--- config.mk ---
export PLATFORM = sky130hd
export DESIGN_NAME = lrx_cfg_target
export DESIGN_NICKNAME = d
export VERILOG_FILES = /design/src/rtl/lrx_cfg_pkg.sv /design/src/rtl/lrx_cfg_sync.sv /design/src/rtl/lrx_cfg_bus.sv /design/src/rtl/lrx_cfg_regs.sv /design/src/rtl/lrx_cfg_target.sv
export SDC_FILE = /design/constraint.sdc
export NUM_CORES = 1
export LEC_CHECK = 0
export ABC_AREA = 1
export CORE_MARGIN = 2
export CORE_UTILIZATION = 55
export DETAILED_ROUTE_END_ITERATION = 10
export HOLD_SLACK_MARGIN = 0.15
export MAX_ROUTING_LAYER = met4
export PLACE_DENSITY = 0.79
export SLEW_MARGIN = 20
export SYNTH_ARGS = -nofsm -noshare
export SYNTH_HDL_FRONTEND = slang
export SYNTH_HIERARCHICAL = 1
export SYNTH_SLANG_ARGS = --single-unit
--- constraint.sdc ---
create_clock -name clk -period 5.1 [get_ports clk]
set_input_delay 1.02 -clock clk [delete_from_list [all_inputs] [get_ports clk]]
set_output_delay 1.02 -clock clk [all_outputs]
set_load 0.005 [all_outputs]
--- src/rtl/lrx_cfg_pkg.sv ---
package lrx_cfg_pkg;

  localparam int NUM_REGS = 4;
  localparam int PTR_W    = $clog2(NUM_REGS);

  localparam logic [6:0] ID_RESET  = 7'h70;
  localparam logic [7:0] MASK_CTL  = 8'hCC;
  localparam logic [7:0] MASK_OUT  = 8'hCF;
  localparam logic [7:0] MASK_RX   = 8'hF7;

  typedef enum logic [2:0] {
    BS_IDLE, BS_ADDR, BS_AACK, BS_WDATA, BS_WACK, BS_RDATA, BS_RACK
  } bus_state_t;

  function automatic logic [6:0] strap_addr(input logic [1:0] sel);
    case (sel)
      2'd0:    return 7'h71;
      2'd1:    return 7'h72;
      2'd2:    return 7'h73;
      default: return 7'h76;
    endcase
  endfunction

  function automatic logic [7:0] reg_reset(input int idx);
    return (idx == 1) ? {1'b0, ID_RESET} : 8'h00;
  endfunction

endpackage

--- src/rtl/lrx_cfg_sync.sv ---
module lrx_cfg_sync #(
  parameter int STAGES = 2
) (
  input  logic clk,
  input  logic rst_n,
  input  logic d,
  output logic q
);
  logic [STAGES-1:0] chain;

  generate
    if (STAGES == 1) begin : g_one
      always_ff @(posedge clk or negedge rst_n)
        if (!rst_n) chain <= 1'b1;
        else        chain <= d;
    end else begin : g_many
      always_ff @(posedge clk or negedge rst_n)
        if (!rst_n) chain <= '1;
        else        chain <= {chain[STAGES-2:0], d};
    end
  endgenerate

  assign q = chain[STAGES-1];
endmodule

--- src/rtl/lrx_cfg_bus.sv ---
module lrx_cfg_bus
  import lrx_cfg_pkg::*;
(
  input  logic       clk,
  input  logic       rst_n,
  input  logic       enable,
  input  logic       scl,
  input  logic       sda,
  input  logic [6:0] my_addr,
  input  logic [7:0] rd_data,
  output logic       sda_oe,
  output logic       wr_stb,
  output logic       wr_is_ptr,
  output logic [7:0] wr_data,
  output logic       rd_stb
);
  bus_state_t state;
  logic       scl_q, sda_q;
  logic [7:0] rx_sh, tx_sh;
  logic [3:0] bit_cnt;
  logic       rw, first, mack;

  logic start_c, stop_c, scl_rise, scl_fall;
  assign start_c  = scl & scl_q & sda_q & ~sda;
  assign stop_c   = scl & scl_q & ~sda_q & sda;
  assign scl_rise = scl & ~scl_q;
  assign scl_fall = ~scl & scl_q;

  always_ff @(posedge clk or negedge rst_n) begin
    if (!rst_n) begin
      state <= BS_IDLE; scl_q <= 1'b1; sda_q <= 1'b1;
      rx_sh <= '0; tx_sh <= '0; bit_cnt <= '0;
      rw <= 1'b0; first <= 1'b0; mack <= 1'b0;
      sda_oe <= 1'b0; wr_stb <= 1'b0; wr_is_ptr <= 1'b0;
      wr_data <= '0; rd_stb <= 1'b0;
    end else begin
      scl_q  <= scl;
      sda_q  <= sda;
      wr_stb <= 1'b0;
      rd_stb <= 1'b0;
      if (!enable) begin
        state  <= BS_IDLE;
        sda_oe <= 1'b0;
      end else if (start_c) begin
        state   <= BS_ADDR;
        bit_cnt <= '0;
        sda_oe  <= 1'b0;
      end else if (stop_c) begin
        state  <= BS_IDLE;
        sda_oe <= 1'b0;
      end else begin
        unique case (state)
          BS_IDLE: ;
          BS_ADDR: begin
            if (scl_rise) begin
              rx_sh   <= {rx_sh[6:0], sda};
              bit_cnt <= bit_cnt + 4'd1;
            end else if (scl_fall && bit_cnt == 4'd8) begin
              if (rx_sh[7:1] == my_addr) begin
                rw     <= rx_sh[0];
                sda_oe <= 1'b1;
                state  <= BS_AACK;
              end else begin
                state <= BS_IDLE;
              end
            end
          end
          BS_AACK: begin
            if (scl_fall) begin
              if (rw) begin
                tx_sh   <= {rd_data[6:0], 1'b0};
                sda_oe  <= ~rd_data[7];
                rd_stb  <= 1'b1;
                bit_cnt <= 4'd1;
                state   <= BS_RDATA;
              end else begin
                sda_oe  <= 1'b0;
                bit_cnt <= '0;
                first   <= 1'b1;
                state   <= BS_WDATA;
              end
            end
          end
          BS_WDATA: begin
            if (scl_rise) begin
              rx_sh   <= {rx_sh[6:0], sda};
              bit_cnt <= bit_cnt + 4'd1;
            end else if (scl_fall && bit_cnt == 4'd8) begin
              wr_stb    <= 1'b1;
              wr_data   <= rx_sh;
              wr_is_ptr <= first;
              first     <= 1'b0;
              sda_oe    <= 1'b1;
              state     <= BS_WACK;
            end
          end
          BS_WACK: begin
            if (scl_fall) begin
              sda_oe  <= 1'b0;
              bit_cnt <= '0;
              state   <= BS_WDATA;
            end
          end
          BS_RDATA: begin
            if (scl_fall) begin
              if (bit_cnt == 4'd8) begin
                sda_oe <= 1'b0;
                state  <= BS_RACK;
              end else begin
                sda_oe  <= ~tx_sh[7];
                tx_sh   <= {tx_sh[6:0], 1'b0};
                bit_cnt <= bit_cnt + 4'd1;
              end
            end
          end
          BS_RACK: begin
            if (scl_rise) begin
              mack <= ~sda;
            end else if (scl_fall) begin
              if (mack) begin
                tx_sh   <= {rd_data[6:0], 1'b0};
                sda_oe  <= ~rd_data[7];
                rd_stb  <= 1'b1;
                bit_cnt <= 4'd1;
                state   <= BS_RDATA;
              end else begin
                state <= BS_IDLE;
              end
            end
          end
          default: state <= BS_IDLE;
        endcase
      end
    end
  end

  // a STOP always leaves the data line released
  a_r2_stop_releases: assert property (@(posedge clk) disable iff (!rst_n)
    (stop_c && enable) |=> !sda_oe);

  // the target only moves SDA while SCL is low
  a_r3_oe_moves_in_low: assert property (@(posedge clk) disable iff (!rst_n)
    !$stable(sda_oe) |-> (!scl || $past(!enable)));
endmodule

--- src/rtl/lrx_cfg_regs.sv ---
module lrx_cfg_regs
  import lrx_cfg_pkg::*;
(
  input  logic                        clk,
  input  logic                        rst_n,
  input  logic                        pdn,
  input  logic                        wr_stb,
  input  logic                        wr_is_ptr,
  input  logic [7:0]                  wr_data,
  input  logic                        rd_stb,
  output logic [7:0]                  rd_data,
  output logic [NUM_REGS-1:0][7:0]    regs_q
);
  logic [PTR_W-1:0] ptr;

  always_ff @(posedge clk or negedge rst_n) begin
    if (!rst_n) begin
      ptr <= '0;
      for (int i = 0; i < NUM_REGS; i++) regs_q[i] <= reg_reset(i);
    end else if (pdn) begin
      ptr <= '0;
      for (int i = 0; i < NUM_REGS; i++) regs_q[i] <= reg_reset(i);
    end else if (wr_stb) begin
      if (wr_is_ptr) begin
        ptr <= wr_data[PTR_W-1:0];
      end else begin
        regs_q[ptr] <= wr_data;
        ptr         <= ptr + 1'b1;
      end
    end else if (rd_stb) begin
      ptr <= ptr + 1'b1;
    end
  end

  assign rd_data = regs_q[ptr];

  // one cycle after power-down the file holds its reset image
  a_r10_pdn_restores: assert property (@(posedge clk) disable iff (!rst_n)
    $past(pdn) |-> (regs_q[0] == 8'h00 && regs_q[1] == {1'b0, ID_RESET} &&
                    regs_q[2] == 8'h00 && regs_q[3] == 8'h00));

  // a stored data byte moves the pointer by one, modulo the file size
  a_r5_ptr_advances: assert property (@(posedge clk) disable iff (!rst_n)
    (wr_stb && !wr_is_ptr && !pdn) |=> ptr == PTR_W'($past(ptr) + 1'b1));
endmodule

--- src/rtl/lrx_cfg_target.sv ---
module lrx_cfg_target
  import lrx_cfg_pkg::*;
#(
  parameter int STARTUP_CYCLES = 500000,
  parameter int SYNC_STAGES    = 2
) (
  input  logic       clk,
  input  logic       rst_n,
  input  logic       pdn,
  input  logic       scl_i,
  input  logic       sda_i,
  output logic       sda_oe,
  input  logic [1:0] strap_id,
  input  logic [7:0] strap_ctl,
  input  logic [7:0] strap_out,
  input  logic [7:0] strap_rx,
  output logic [7:0] cfg_ctl,
  output logic       cfg_sleep,
  output logic [7:0] cfg_out,
  output logic [7:0] cfg_rx
);
  localparam int CW = $clog2(STARTUP_CYCLES + 1);

  logic scl_s, sda_s;
  lrx_cfg_sync #(.STAGES(SYNC_STAGES)) u_sync_scl (.clk(clk), .rst_n(rst_n), .d(scl_i), .q(scl_s));
  lrx_cfg_sync #(.STAGES(SYNC_STAGES)) u_sync_sda (.clk(clk), .rst_n(rst_n), .d(sda_i), .q(sda_s));

  logic [CW-1:0] boot_cnt;
  logic          ready;
  always_ff @(posedge clk or negedge rst_n) begin
    if (!rst_n) begin
      boot_cnt <= '0;
      ready    <= 1'b0;
    end else if (pdn) begin
      boot_cnt <= '0;
      ready    <= 1'b0;
    end else if (!ready) begin
      if (boot_cnt == CW'(STARTUP_CYCLES - 1)) ready <= 1'b1;
      else                                     boot_cnt <= boot_cnt + 1'b1;
    end
  end

  logic                     wr_stb, wr_is_ptr, rd_stb;
  logic [7:0]               wr_data, rd_data;
  logic [NUM_REGS-1:0][7:0] regs_q;
  logic [6:0]               my_addr;

  assign my_addr = regs_q[1][7] ? regs_q[1][6:0] : strap_addr(strap_id);

  lrx_cfg_bus u_bus (
    .clk(clk), .rst_n(rst_n), .enable(ready), .scl(scl_s), .sda(sda_s),
    .my_addr(my_addr), .rd_data(rd_data), .sda_oe(sda_oe),
    .wr_stb(wr_stb), .wr_is_ptr(wr_is_ptr), .wr_data(wr_data), .rd_stb(rd_stb)
  );

  lrx_cfg_regs u_regs (
    .clk(clk), .rst_n(rst_n), .pdn(pdn), .wr_stb(wr_stb), .wr_is_ptr(wr_is_ptr),
    .wr_data(wr_data), .rd_stb(rd_stb), .rd_data(rd_data), .regs_q(regs_q)
  );

  logic ovr;
  assign ovr       = regs_q[0][0];
  assign cfg_ctl   = (ovr ? regs_q[0] : strap_ctl) & MASK_CTL;
  assign cfg_out   = (ovr ? regs_q[2] : strap_out) & MASK_OUT;
  assign cfg_rx    = (ovr ? regs_q[3] : strap_rx)  & MASK_RX;
  assign cfg_sleep = regs_q[0][1];

  // the bus stays silent while the start-up delay runs
  a_r1_silent_until_ready: assert property (@(posedge clk) disable iff (!rst_n)
    $past(!ready) |-> !sda_oe);
endmodule

== Word level (Yosys, flattened, before mapping) ==
Cells that the tools add are included.

* Bits in registers: 98
* Output and inout bits: 26
* Word-level logic and storage cells: 209

* Add/sub/neg operators: 3
* Order comparisons: 2
* Equal/unequal tests: 47
* Muxes and demuxes: 97
* Bitwise logic cells: 16
* Reduce and logical (&&, ||, !) cells: 21

{| class="wikitable"
|+ Operator list
! cell !! count
|-
| 32-bit two-way mux || 3
|-
| 8-bit two-way mux || 12
|-
| 19-bit two-way mux || 3
|-
| 3-bit two-way mux || 15
|-
| 5-bit by 2-bit != test with 1-bit output, second input constant || 9
|-
| 4-bit two-way mux || 10
|-
| 1-bit two-way mux || 38
|-
| 11-bit AND reduction || 3
|-
| 32-bit bitwise mux || 1
|-
| 8-bit one-hot mux with 3 select lines || 1
|-
| 3-bit one-hot mux with 7 select lines || 1
|-
| 4-bit one-hot mux with 5 select lines || 1
|-
| 19-bit by 1-bit adder with 19-bit output, second input constant || 1
|-
| 19-bit == test, second input constant || 1
|-
| 3-bit by 1-bit != test with 1-bit output, second input constant || 6
|-
| 8-bit binary-select mux with 2-bit select || 1
|-
| 8-bit demux with 2-bit select || 1
|-
| 5-bit by 3-bit != test with 1-bit output, second input constant || 3
|-
| 2-bit by 1-bit != test with 1-bit output, second input constant || 7
|-
| 2-bit != test, second input constant || 7
|-
| 12-bit AND reduction || 1
|-
| 2-bit two-way mux || 5
|-
| 5-bit AND reduction || 2
|-
| 3-bit == test, second input constant || 3
|-
| other kinds (30) || 51
|}

== Longest topological paths before layout ==
* Depth in word-level cells: 11
* Gate-level depth with buffers: 14

== Hierarchy ==
The synthesis kept the hierarchy.

{| class="wikitable"
|+ By module, submodules not included
! module !! times used !! cells an instance !! area an instance (um2)
|-
| lrx_cfg_bus || 1 || 272 || 2167.1
|-
| lrx_cfg_regs || 1 || 266 || 1943.1
|-
| lrx_cfg_target || 1 || 246 || 1725.4
|-
| lrx_cfg_sync || 2 || 2 || 52.6
|}

== Least setup slack after synthesis ==
No wires, ideal clock.

* Kind: input to output
* Start: input strap_ctl[2]
* End: output cfg_ctl[2]
* Data arrival time: 1.272 ns
* Required time: 4.080 ns
* Setup slack: 2.808 ns
* Stages on the path: 1
* Path through: mux2_2

* Longest elaborated chain between the ends: 1

{| class="wikitable"
|+ RTL lines
! element !! line !! RTL
|-
| from (decl) || lrx_cfg_target.sv:14 || <nowiki>input logic [7:0] strap_ctl,</nowiki>
|-
| 8-bit two-way mux || lrx_cfg_target.sv:63 || <nowiki>assign cfg_ctl = (ovr ? regs_q[0] : strap_ctl) & MASK_CTL;</nowiki>
|-
| to (decl) || lrx_cfg_target.sv:17 || <nowiki>output logic [7:0] cfg_ctl,</nowiki>
|}

Every way passes these cells.

== Worst setup path in the final report ==
* Start: input strap_out[7]
* End: output cfg_out[7]

* Longest elaborated chain between the ends: 1

{| class="wikitable"
|+ RTL lines
! element !! line !! RTL
|-
| from (decl) || lrx_cfg_target.sv:15 || <nowiki>input logic [7:0] strap_out,</nowiki>
|-
| 8-bit two-way mux || lrx_cfg_target.sv:64 || <nowiki>assign cfg_out = (ovr ? regs_q[2] : strap_out) & MASK_OUT;</nowiki>
|-
| to (decl) || lrx_cfg_target.sv:19 || <nowiki>output logic [7:0] cfg_out,</nowiki>
|}

Every way passes these cells.

==> flow_metrics.tcl <==
set metrics [dict create \
    status "complete, no violations" \
    p_per_area_nw_per_um2 205 \
    first_pass_iters 4 \
    synth_area_leaders "dfrtp_1 37%, nand2_1 18%, inv_1 4.7%, nand3_1 4.7%, nor2_1 4.3%" \
    grt_pass1_vias 4988 \
    r2r-start "u_bus/bit_cnt[0]" \
    cts_sinks 97 \
    post_cts_buffers 0 \
    hold_violations 0 \
    fin_crit_sh_pct 62.1 \
    syn_inst 788 \
    synth_xor_xnor_area_share_pct 1.18 \
    setup_viol 0 \
    dieWidth_um 108 \
    grt_max_degree 65 \
    fin_nets 863 \
    synth_simple_gate_area_share_pct 35.2 \
    die_area_sq_um 11600 \
    crit_path_frequent_cell "clkdlybuf4s50_1" \
    synth.yosys.seq_area_share_pct 41.0 \
    syn-mean-instance-area_sq_um 7.54 \
    synthAdderAreaFrac_pct 1.47 \
    grt_setup_unrepaired "false" \
    synthMuxAreaShare_pct 4.23 \
    critPathSlowestCell "clkdlybuf4s50_1" \
    initial_utilization_pct 57.0 \
    worstPathCellList "clkdlybuf4s50_1 > mux2_2 > clkdlybuf4s50_1" \
    die_h_um 108 \
    fillers 924 \
    synth.largest_area_cell "dfrtp_1" \
    required_ps 4080 \
    cts-root-buf "clkbuf_8" \
    yosys_warnings 6 \
    max_freq_ghz 0.316 \
    tightest_slew_ps 822 \
    maxCapViolCount 0 \
    rows 37 \
    start_kind "input pin" \
    post-route-min-period_ps 3170 \
    path_max_fanout 1 \
    port_buffers 42 \
    min_to "u_sync_scl/chain[1]" \
    routed_wl_um 13900 \
    gp_congestion 1.00 \
    n_antenna_cell 0 \
    worst_slack_ps 1930 \
    yosys.area.top_type_share_pct 37.1 \
    hp-class "flop to flop" \
    wire_per_inst_um 14.4 \
    groute.usage.overall_pct 26.7 \
    finClkSkew_ps 16.7 \
    synth_compound_area_share_pct 7.48 \
    htreeDepth 3 \
    cts_tree "done" \
    grt_overflow_total 0 \
    synthFlopType "dfrtp_1" \
    crit_path_max_incr_delay_ps 470 \
    critPathBufInv 2 \
    ys_ff_latch 97 \
    drt_iter0_drc 383 \
    cp_top_family "buffers and inverters" \
    insertion_delay_ps 370 \
    cts_resized 0 \
    dp.cells 950 \
    cts.path.max_buffers 2 \
    r2r_setup_slack_ps 3120 \
    holdPathStages 0 \
    vias 5215 \
    async_flop_share_pct 100 \
    synth_top_family_by_area "simple AND/OR/NAND/NOR gates" \
    hold_buffers 0 \
    synth_edf_count 0 \
    drc 0 \
    yosys.cell_types.count 48 \
    crit_type "input pin to output port" \
    io_pins 57 \
    core_area_sq_um 10400 \
    setup.worst_path.end_class "output port" \
    area_delta_synth_final_pct 10.3 \
    antenna_found_initial 0 \
    cts_buffers 9 \
    dpl_worst_slack_ps 1920 \
    final_cell_count_no_fill 966 \
    worstPathArrival_ps 2150 \
    cts.clk_slew.worst_paths_ps 80 \
    fin_tns_setup_ps 0 \
    slew_violations 0 \
    grt_first_pass_wirelength_um 23800 \
    ir_drop_mv 0.143 \
    drive_gt1_share_pct 13.9 \
    r2r-end "u_bus/state[1]" \
    ant_nets 0 \
    relSlewSlack_pct 45.2 \
    p_leak_nw 3.18 \
    dpl.hpwl_um 10100 \
    ff2ff_path_depth 10 \
    min_from "u_sync_scl/chain[0]" \
    netlist_area_sq_um 5940 \
    vias_per_cell 5.40 \
]
-- cell families after synthesis --
| kind of cell | after synthesis |
|---|---|
| AO/OA/AOI/OAI | 70 |
| XOR/XNOR | 8 |
| adder cells (fa/ha/maj) | 7 |
| buffers and inverters | 115 |
| flip-flops | 97 |
| multiplexers | 23 |
| other | 1 |
| AND/OR/NAND/NOR | 467 |
-- power breakdown --
group,switching [mW],internal (mW)
Combinational,0.0463,0.0398
Sequential,0.00578,0.779
Clock,0.270,0.204
-- worst max path at each step --
stage          slack (ps)    endpoint  cells past startpoint        startpoint
6_report             1930  cfg_out[7]                      3      strap_out[7]
3_3_place_gp         1970  cfg_ctl[2]                      3      strap_ctl[2]
2_1_floorplan        2810  cfg_ctl[2]                      1      strap_ctl[2]
3_5_place_dp         1920  cfg_out[7]                      3      strap_out[7]
4_1_cts              1930  cfg_out[7]                      3      strap_out[7]
5_1_grt              1900  cfg_out[0]                      2  u_regs/regs_q[0]
-- cells in the final DEF, fill, tap and decap left out, drive strengths merged, types with 2 or more instances in the layout --
| cell | instances |
|---|---|
| buf | 4 |
| a21oi | 5 |
| clkdlybuf4s50 | 41 |
| clkbuf | 12 |
| inv | 86 |
| nand3 | 63 |
| nor3b | 2 |
| mux2 | 17 |
| xor2 | 7 |
| clkinv | 6 |
| nor3 | 9 |
| dfstp | 9 |
| nor2 | 78 |
| ha | 7 |
| conb | 7 |
| dfrtp | 88 |
| or2 | 4 |
| o21bai | 3 |
| clkinvlp | 2 |
| nand4 | 13 |
| o22ai | 2 |
| o21ai | 54 |
| mux2i | 6 |
| nand2 | 298 |
-- registers in the layout, indices dropped and copies added (netlist names), 3 cells and up --
register	cells
u_bus/rx_sh	8
boot_cnt	19
u_bus/wr_data	8
u_bus/bit_cnt	4
u_bus/tx_sh	7
u_bus/state	3
u_regs/regs_q	32
-- synthesized netlist by cell type, types with 2 or more instances --
master,count
nand2_1,285
dfrtp_1,88
inv_1,75
nor2_1,68
nand3_1,56
o21ai_0,24
mux2_2,17
o21ai_2,16
o21ai_1,14
nand4_1,13
buf_4,10
buf_6,9
dfstp_2,9
inv_2,8
nand2_2,8
nor2_2,8
ha_1,7
nor3_1,7
xor2_1,7
mux2i_1,6
buf_2,5
nand2_4,5
nand3_4,5
or2_2,4
a21oi_1,3
inv_4,3
o21bai_1,3
a21oi_2,2
clkinv_1,2
nand3_2,2
o22ai_1,2
-- layer usage --
layer / global-route usage (%) / part of all wire (%) / vias up
met5: - / 0 / -
met2: 41.3 / 46 / 161
met4: 10.4 / 2.6 / 0
met1: 35.4 / 45 / 2468
met3: 4.22 / 5.9 / 30
li1: - / - / 2556
-- worst reg2reg max path: cells and delay by family, from the launching register on --
kind / cells / cell delay, ps
AND/OR/NAND/NOR: 6 / 830
flip-flops: 1 / 460
AO/OA/AOI/OAI: 2 / 400
adder cells (fa/ha/maj): 1 / 140
buffers and inverters: 1 / 90
-- per-stage QoR --
stage / area, sq um / hold slack [ps] / power [mW] / utilization [%]
2_1_floorplan: 5960 / 345 / 0.836 / -
3_3_place_gp: 6370 / 347 / 0.883 / 61.1
3_5_place_dp: 6370 / 349 / 0.887 / 61.1
4_1_cts: 6550 / 362 / 1.36 / 62.9
5_1_grt: 6550 / 366 / 1.40 / 62.9
6_report: 6550 / 359 / 1.34 / 62.9
-- layout make-up --
cell class | instances | area (sq um) | share of cell area (%)
Multi-Input combinational cell | 582 | 2970 | 45.3
Timing Repair Buffer | 45 | 440 | 6.72
Sequential cell | 97 | 2440 | 37.2
Inverter | 90 | 352 | 5.37
Clock inverter | 4 | 28.8 | 0.439
Tap cell | 136 | 170 | 2.60
Clock buffer | 12 | 155 | 2.37
(Power assumes the default switching activity.)
